**src/rtl/irq_ctl_pkg.sv**
```systemverilog
package irq_ctl_pkg;
  typedef struct packed {
    logic take;
    logic from_halt;
  } decision_t;

  typedef enum logic [1:0] {
    IE_HOLD_VAL = 2'd0,
    IE_SET      = 2'd1,
    IE_CLEAR    = 2'd2
  } ie_cmd_t;
endpackage

```
**src/rtl/irq_sync.sv**
```systemverilog
module irq_sync #(
  parameter int STAGES = 2
) (
  input  logic clk,
  input  logic rst,
  input  logic d_i,
  output logic q_o
);
  generate
    if (STAGES == 0) begin : g_bypass
      assign q_o = d_i;
    end else begin : g_chain
      logic [STAGES-1:0] chain_q;
      always_ff @(posedge clk) begin
        if (rst) chain_q <= '0;
        else     chain_q <= {chain_q[STAGES-2 >= 0 ? STAGES-2 : 0 : 0], d_i} & {STAGES{1'b1}};
      end
      assign q_o = chain_q[STAGES-1];
    end
  endgenerate
endmodule

```
**src/rtl/ie_flop.sv**
```systemverilog
module ie_flop
  import irq_ctl_pkg::*;
(
  input  logic clk,
  input  logic rst,
  input  logic en_i,
  input  logic dis_i,
  input  logic auto_clr_i,
  output logic ie_o
);
  ie_cmd_t cmd;

  always_comb begin
    if (auto_clr_i || dis_i) cmd = IE_CLEAR;
    else if (en_i)           cmd = IE_SET;
    else                     cmd = IE_HOLD_VAL;
  end

  always_ff @(posedge clk) begin
    if (rst) ie_o <= 1'b0;
    else begin
      case (cmd)
        IE_SET:   ie_o <= 1'b1;
        IE_CLEAR: ie_o <= 1'b0;
        default:  ie_o <= ie_o;
      endcase
    end
  end

  // disable beats enable on the same cycle
  a_r2_dis_wins: assert property (@(posedge clk) disable iff (rst)
    dis_i |=> !ie_o);
endmodule

```
**src/rtl/accept_gate.sv**
```systemverilog
module accept_gate
  import irq_ctl_pkg::*;
(
  input  logic      ie_i,
  input  logic      irq_i,
  input  logic      instr_end_i,
  input  logic      halted_i,
  input  logic      hold_i,
  input  logic      pending_i,
  output decision_t dec_o
);
  logic boundary;
  always_comb begin
    boundary        = instr_end_i || halted_i;
    dec_o.take      = ie_i && irq_i && boundary && !hold_i && !pending_i;
    dec_o.from_halt = dec_o.take && halted_i;
  end
endmodule

```
**src/rtl/irq_enable_ctl.sv**
```systemverilog
module irq_enable_ctl
  import irq_ctl_pkg::*;
#(
  parameter int SYNC_STAGES = 2
) (
  input  logic clk,
  input  logic rst,
  input  logic irq_i,
  input  logic en_strobe_i,
  input  logic dis_strobe_i,
  input  logic instr_end_i,
  input  logic halted_i,
  input  logic hold_i,
  input  logic fetch_t1_i,
  output logic ie_o,
  output logic accept_o,
  output logic ack_fetch_o,
  output logic halt_exit_o
);
  logic      irq_sync_q;
  logic      ack_start;
  decision_t dec;

  irq_sync #(.STAGES(SYNC_STAGES)) u_sync (
    .clk(clk), .rst(rst), .d_i(irq_i), .q_o(irq_sync_q)
  );

  assign ack_start = fetch_t1_i && ack_fetch_o;

  ie_flop u_ie (
    .clk(clk), .rst(rst), .en_i(en_strobe_i), .dis_i(dis_strobe_i),
    .auto_clr_i(ack_start), .ie_o(ie_o)
  );

  accept_gate u_gate (
    .ie_i(ie_o), .irq_i(irq_sync_q), .instr_end_i(instr_end_i),
    .halted_i(halted_i), .hold_i(hold_i), .pending_i(ack_fetch_o),
    .dec_o(dec)
  );

  always_ff @(posedge clk) begin
    if (rst) begin
      accept_o    <= 1'b0;
      halt_exit_o <= 1'b0;
      ack_fetch_o <= 1'b0;
    end else begin
      accept_o    <= dec.take;
      halt_exit_o <= dec.from_halt;
      if (dec.take)       ack_fetch_o <= 1'b1;
      else if (ack_start) ack_fetch_o <= 1'b0;
    end
  end

  // pulse is a single clock wide
  a_r6_one_clock: assert property (@(posedge clk) disable iff (rst)
    accept_o |=> !accept_o);
  // pending flag accompanies the pulse
  a_r6_flag_with_pulse: assert property (@(posedge clk) disable iff (rst)
    accept_o |-> ack_fetch_o);
  // enable must have been set on the deciding cycle
  a_r3_needs_enable: assert property (@(posedge clk) disable iff (rst)
    $rose(accept_o) |-> $past(ie_o));
  // hold blocks acceptance
  a_r5_hold_blocks: assert property (@(posedge clk) disable iff (rst)
    $rose(accept_o) |-> !$past(hold_i));
  // fetch-state strobe clears enable and the pending flag
  a_r7_t1_clears: assert property (@(posedge clk) disable iff (rst)
    (fetch_t1_i && ack_fetch_o) |=> (!ie_o && !ack_fetch_o));
  // halt exit only alongside an accept
  a_r8_exit_with_accept: assert property (@(posedge clk) disable iff (rst)
    halt_exit_o |-> accept_o);
endmodule

```
**config.mk**
```make
export PLATFORM = sky130hd
export DESIGN_NAME = irq_enable_ctl
export DESIGN_NICKNAME = d
export VERILOG_FILES = /design/src/rtl/irq_ctl_pkg.sv /design/src/rtl/irq_sync.sv /design/src/rtl/ie_flop.sv /design/src/rtl/accept_gate.sv /design/src/rtl/irq_enable_ctl.sv
export SDC_FILE = /design/constraint.sdc
export NUM_CORES = 1
export LEC_CHECK = 0
export CORE_AREA = 4 4 41 43
export CTS_BUF_LIST = sky130_fd_sc_hd__clkbuf_4 sky130_fd_sc_hd__clkbuf_8
export DETAILED_ROUTE_END_ITERATION = 12
export DIE_AREA = 0 0 45 47
export MAX_ROUTING_LAYER = met4
export SKIP_CTS_REPAIR_TIMING = 1
export SLEW_MARGIN = 10
export SYNTH_ARGS = -nofsm -noshare
export SYNTH_HDL_FRONTEND = slang
export SYNTH_SLANG_ARGS = --single-unit
```
**constraint.sdc**
```tcl
create_clock -name clk -period 0.8 [get_ports clk]
set_input_delay 0.08 -clock clk [delete_from_list [all_inputs] [get_ports clk]]
set_output_delay 0.08 -clock clk [all_outputs]
set_load 0.02 [all_outputs]
```
==> results_dict.tcl, run 1 <==
set metrics [dict create \
    outcome "finished, violations left" \
    violations "negative setup slack" \
    cts.path.max_buffers 2 \
    drtIter0Drc 2 \
    synth_warnings 0 \
    finalHoldViolCount 0 \
    fp.dieH_um 47 \
    worstPathMaxFanout 3 \
    clockRootBuffer "clkbuf_4" \
    critPathLaunchType "register" \
    dpl.hpwl_um 376.1 \
    cp-end-kind "register" \
    rows 13 \
    antenna_found_initial 0 \
    io_pins 13 \
    dieArea_mm2 0.002115 \
    setup_viol 5 \
    final_cell_mix "8 x clkdlybuf4s50_1, 4 x dfxtp_1, 4 x clkbuf_4, 3 x buf_4, 3 x buf_6" \
    ys_types 9 \
    drt_first_pass_iters 2 \
    worst_slew_pin_slew_ps 288.2 \
    vias 189 \
    syn2layout_area_growth_pct 108.5 \
    cts_tree "built" \
    cp.arrival_ps 1130 \
    fin_total_pwr_w 0.0007324 \
    cts-htree-levels 1 \
    coreArea_mm2 0.001301 \
    min_from "irq_i" \
    ant_nets 0 \
    final_nets 45 \
    multi_input_area_um2 107.6 \
    period_share 1.201 \
    clkTransAtPathRegs_ps 50 \
    slew_violations 0 \
    route.detailed.drc 0 \
    grt.total_usage 0.06541 \
    overflow 0 \
    start_util 0.1587 \
    rsz0062_at_grt "true" \
    syn_inst 16 \
    drive_gt1_frac 0.4571 \
    fillers 144 \
    fp.dieW_um 45 \
    hold_class "input port to register" \
    fin_crit_ps 961.0 \
    crit_required_ps 970 \
    first_global_vias 196 \
    startpoint "ack_fetch_o" \
    p_leak_nw 0.1775 \
    mostFrequentLayoutCell "clkdlybuf4s50_1" \
    max_slew_margin 0.8071 \
    clk_latency_ps 250 \
    wl_per_cell_um 10.64 \
    viasPerCell 3.780 \
    antenna_cells 0 \
    setup_slack_ps -161.0 \
    vdd_drop_max_mv 0.7959 \
    grt_start_max_net_pins 6 \
    cts.sinks 6 \
    ys_seq_area_frac 0.5818 \
    worst-setup-path-type "register to register" \
    synthTopCellsByArea "dfxtp_1 58%, nand4bb_4 13%, nor2b_1 6.1%" \
    timing.rr.start "ack_fetch_o" \
    avgSynthCellArea_um2 12.90 \
    clock_skew_ps 10.38 \
    drt_wl_total_um 532 \
    yosys.area.top_type_share 0.5818 \
    yosysTopAreaCell "dfxtp_1" \
    powerDensity_mw_per_mm2 1702 \
    grt_pass1_wl_um 848 \
    fmaxAchievable_ghz 1.041 \
    place_congestion 0.6396 \
    numCtsBuffers 3 \
    regArea_um2 125.1 \
    place_ws_ps -260.9 \
    port_buffers 12 \
    synth-seq-cells 6 \
    synth_fp_nets 25 \
    drv_cap 0 \
    syn_area_um2 206.4 \
]
[through the flow]
step | util | hold WS (ps) | cell area [µm²] | instances | TNS, ps
2_1_floorplan | - | 151.6 | 211.5 | 16 | -55.01
3_3_place_gp | 0.2865 | 420.0 | 372.9 | 46 | -1580
3_5_place_dp | 0.2865 | 445.9 | 372.9 | 46 | -1680
4_1_cts | 0.3096 | 374.5 | 402.9 | 50 | -2124
5_1_grt | 0.3308 | 381.5 | 430.4 | 50 | -593.2
6_report | 0.3308 | 392.3 | 430.4 | 50 | -393.8
[final timing paths]
| path | end | slack, ps | cells after the start |
|---|---|---|---|
| worst max register to register | ack_fetch_o | -160 | 3 |
| worst min register to register | u_sync.g_chain.chain_q[1] | 450 | 1 |
| worst max-delay path | ack_fetch_o | -160 | 3 |
| worst min-delay path | u_sync.g_chain.chain_q[0] | 390 | 2 |
[layer usage]
metal	vias up	track usage	share of wire
met5	-	-	0
met4	0	0.03509	0
met3	0	0.07663	0.20
met2	13	0.07627	0.43
met1	79	0.06178	0.37
li1	97	-	-
[kinds of logic (layout without fill, tap and decap cells)]
group / Yosys count / count (layout) / synth area share
DFF: 6 / 6 / 0.5818
and+or+nand+nor: 8 / 8 / 0.3334
buffers and inverters: 0 / 19 / 0
AOI/OAI and AO/OA: 2 / 2 / 0.08486
[worst max-delay path: stages (launching register included)]
cell     delay (ps)
dfxtp_4         350
buf_6            90
or3b_4          380
o31ai_4          60
[registers in the layout, summed over array words and instances (netlist names)]
name                    cells
accept_o                    1
u_sync.g_chain.chain_q      2
halt_exit_o                 1
u_ie.ie_o                   1
ack_fetch_o                 1
[power breakdown]
group           total, W  switching [W]  internal (W)
logic          0.0000839      0.0000274     0.0000565
registers       0.000309     0.00000454      0.000305
clock network   0.000339       0.000116      0.000223
[synthesized netlist by cell type]
| cell | instances |
|---|---|
| nor3_1 | 1 |
| nor2b_1 | 2 |
| o31ai_1 | 1 |
| nor2_1 | 2 |
| or3b_1 | 1 |
| nor3b_1 | 1 |
| a2111oi_1 | 1 |
| nand4bb_4 | 1 |
| dfxtp_1 | 6 |
[cell type report]
class / instances / share of cell area
clock buffers: 4 / 0.06977
multi-input cells: 10 / 0.2500
flip-flops and latches: 6 / 0.2907
well taps: 15 / 0.04360
repair buffers: 15 / 0.3459
Note: power is estimated with default switching activity, not from simulation.
==> run 2: changes to the inputs <==
--- a/constraint.sdc
+++ b/constraint.sdc
@@ -3,2 +3,2 @@
 set_output_delay 0.08 -clock clk [all_outputs]
-set_load 0.02 [all_outputs]
+set_load 0.01 [all_outputs]
==> run 2 against run 1 <==
Net effect:
- the run still ends with negative setup slack left
- cell area fell by 3.2%
- clock-buffer cell count fell by 1
- critical path depth fell by 1
- worst setup slack improved by 66 ps
- via count fell by 3.2%
- hold slack got worse by 1.2 ps
- sequential power barely moved
- wire length fell by 2.8%
- global-route usage fell by 1.2 points
- first-iteration DRC count fell by 50%
- total power fell by 8.2%
- combinational power fell by 1%
==> results_dict.tcl, run 2 (synthesis gave the netlist of run 1 again) <==
set metrics [dict create \
    outcome "finished, violations left" \
    violations "negative setup slack" \
    final_util 0.3202 \
    tns_ps -173.0 \
    dieArea_mm2 0.002115 \
    wl_per_cell_um 10.55 \
    crit_buf_inv 0 \
    cp.arrival_ps 1050 \
    largest_reg_flops 2 \
    fmaxAchievable_ghz 1.117 \
    antenna_cells 0 \
    setup_slack_ps -94.88 \
    clockRootBuffer "clkbuf_4" \
    worst-setup-path-type "register to register" \
    fin_crit_ps 894.9 \
    vdd_drop_max_mv 0.8792 \
    crit_required_ps 950 \
    final_cell_mix "8 x clkdlybuf4s50_1, 4 x dfxtp_1, 3 x clkbuf_4, 3 x dlymetal6s2s_1" \
    clk_latency_ps 240 \
    io_pins 13 \
    grt_start_max_net_pins 5 \
    ant_nets 0 \
    worstPathMaxFanout 4 \
    hold_class "input port to register" \
    rsz0062_at_grt "true" \
    period_share 1.119 \
    place_congestion 0.7026 \
    cts.path.max_buffers 2 \
    min_path_cells 2 \
    port_buffers 12 \
    grt.total_usage 0.05319 \
    fp.dieH_um 47 \
    grt_pass1_wl_um 662 \
    drive_gt1_frac 0.4118 \
    cp.depth 2 \
    regMostFlops "u_sync.g_chain.chain_q" \
    critPathMaxStageDelay_ps 390 \
    start_util 0.1587 \
    drv_cap 0 \
    mostFrequentLayoutCell "clkdlybuf4s50_1" \
    cp-end-kind "register" \
    dpl.hpwl_um 356.6 \
    max_slew_margin 0.8349 \
    slew_violations 0 \
    syn2layout_area_growth_pct 101.8 \
    rr_worst_depth 2 \
    viasPerCell 3.735 \
    vias 183 \
    drt_wl_total_um 517 \
    first_global_vias 164 \
    drt_first_pass_iters 2 \
    clkTransAtPathRegs_ps 50 \
    overflow 0 \
    numCtsBuffers 3 \
    critPathLaunchType "register" \
    route.detailed.drc 0 \
    cp_top_family "simple AND/OR/NAND/NOR gates" \
    cts-htree-levels 1 \
    cts.sinks 6 \
    finalHoldViolCount 0 \
    rows 13 \
    p_leak_nw 0.2009 \
    worst_slew_pin_slew_ps 247.2 \
    final_nets 45 \
    cp_slowest_cell "or3b_4" \
    setup_viol 5 \
    powerDensity_mw_per_mm2 1613 \
    cts_tree "built" \
    path_cells "or3b_4 > o31ai_2" \
    antenna_found_initial 0 \
    fp.dieW_um 45 \
    coreArea_mm2 0.001301 \
    drtIter0Drc 1 \
    clock_skew_ps 0.1027 \
]
## run 2: cell types whose count changed in the layout (fill, tap and decap cells not counted)
cell	previous run	this run
dfxtp_4	1	0
nor3b_1	1	0
o31ai_2	0	1
dfxtp_2	1	2
dlymetal6s2s_1	1	3
buf_4	3	2
nor3b_2	0	1
o31ai_4	1	0
buf_6	3	1
clkbuf_4	4	3
clkbuf_2	0	1
## run 2: final timing paths
check | to | slack (ps) | startpoint
worst min register to register | u_sync.g_chain.chain_q[1] | 430 | u_sync.g_chain.chain_q[0]
worst max register to register | ack_fetch_o | -90 | ack_fetch_o
worst min-delay path | u_sync.g_chain.chain_q[0] | 390 | irq_i
worst max-delay path | ack_fetch_o | -90 | ack_fetch_o
## run 2: cell type report
type	count	area, µm²
repair buffers	15	148.9
fillers	136	884.6
well taps	15	18.77
flip-flops and latches	6	122.6
clock buffers	3	22.52
multi-input cells	10	103.9
## run 2: metal layers
| metal | track usage | up-vias | share of wire |
|---|---|---|---|
| met5 | - | - | 0 |
| met4 | 0.03509 | 0 | 0 |
| met3 | 0.05747 | 0 | 0.11 |
| met2 | 0.05650 | 9 | 0.44 |
| met1 | 0.05505 | 79 | 0.44 |
| li1 | - | 95 | - |
## run 2: metrics by stage
| stage | total power (W) | cells | setup slack (ps) | cell area, µm² | hold WS [ps] |
|---|---|---|---|---|---|
| after detailed placement | 0.0003933 | 46 | -280.4 | 370.4 | 428.1 |
| after global placement | 0.0003930 | 46 | -304.7 | 370.4 | 418.8 |
| final | 0.0006723 | 49 | -94.88 | 416.7 | 391.1 |
| after floorplan | 0.0003316 | 16 | -32.32 | 209.0 | 151.6 |
| after global routing | 0.0007131 | 49 | -119.5 | 416.7 | 381.2 |
| after CTS | 0.0006848 | 49 | -413.2 | 392.9 | 382.6 |
## run 2: power by group
part           internal (W)  switching, W  leakage, nW   total, W
sequential         0.000308    0.00000369       0.0498   0.000312
clock              0.000170      0.000108       0.0138   0.000278
combinational     0.0000581     0.0000248        0.137  0.0000829
total              0.000536      0.000137        0.201   0.000672
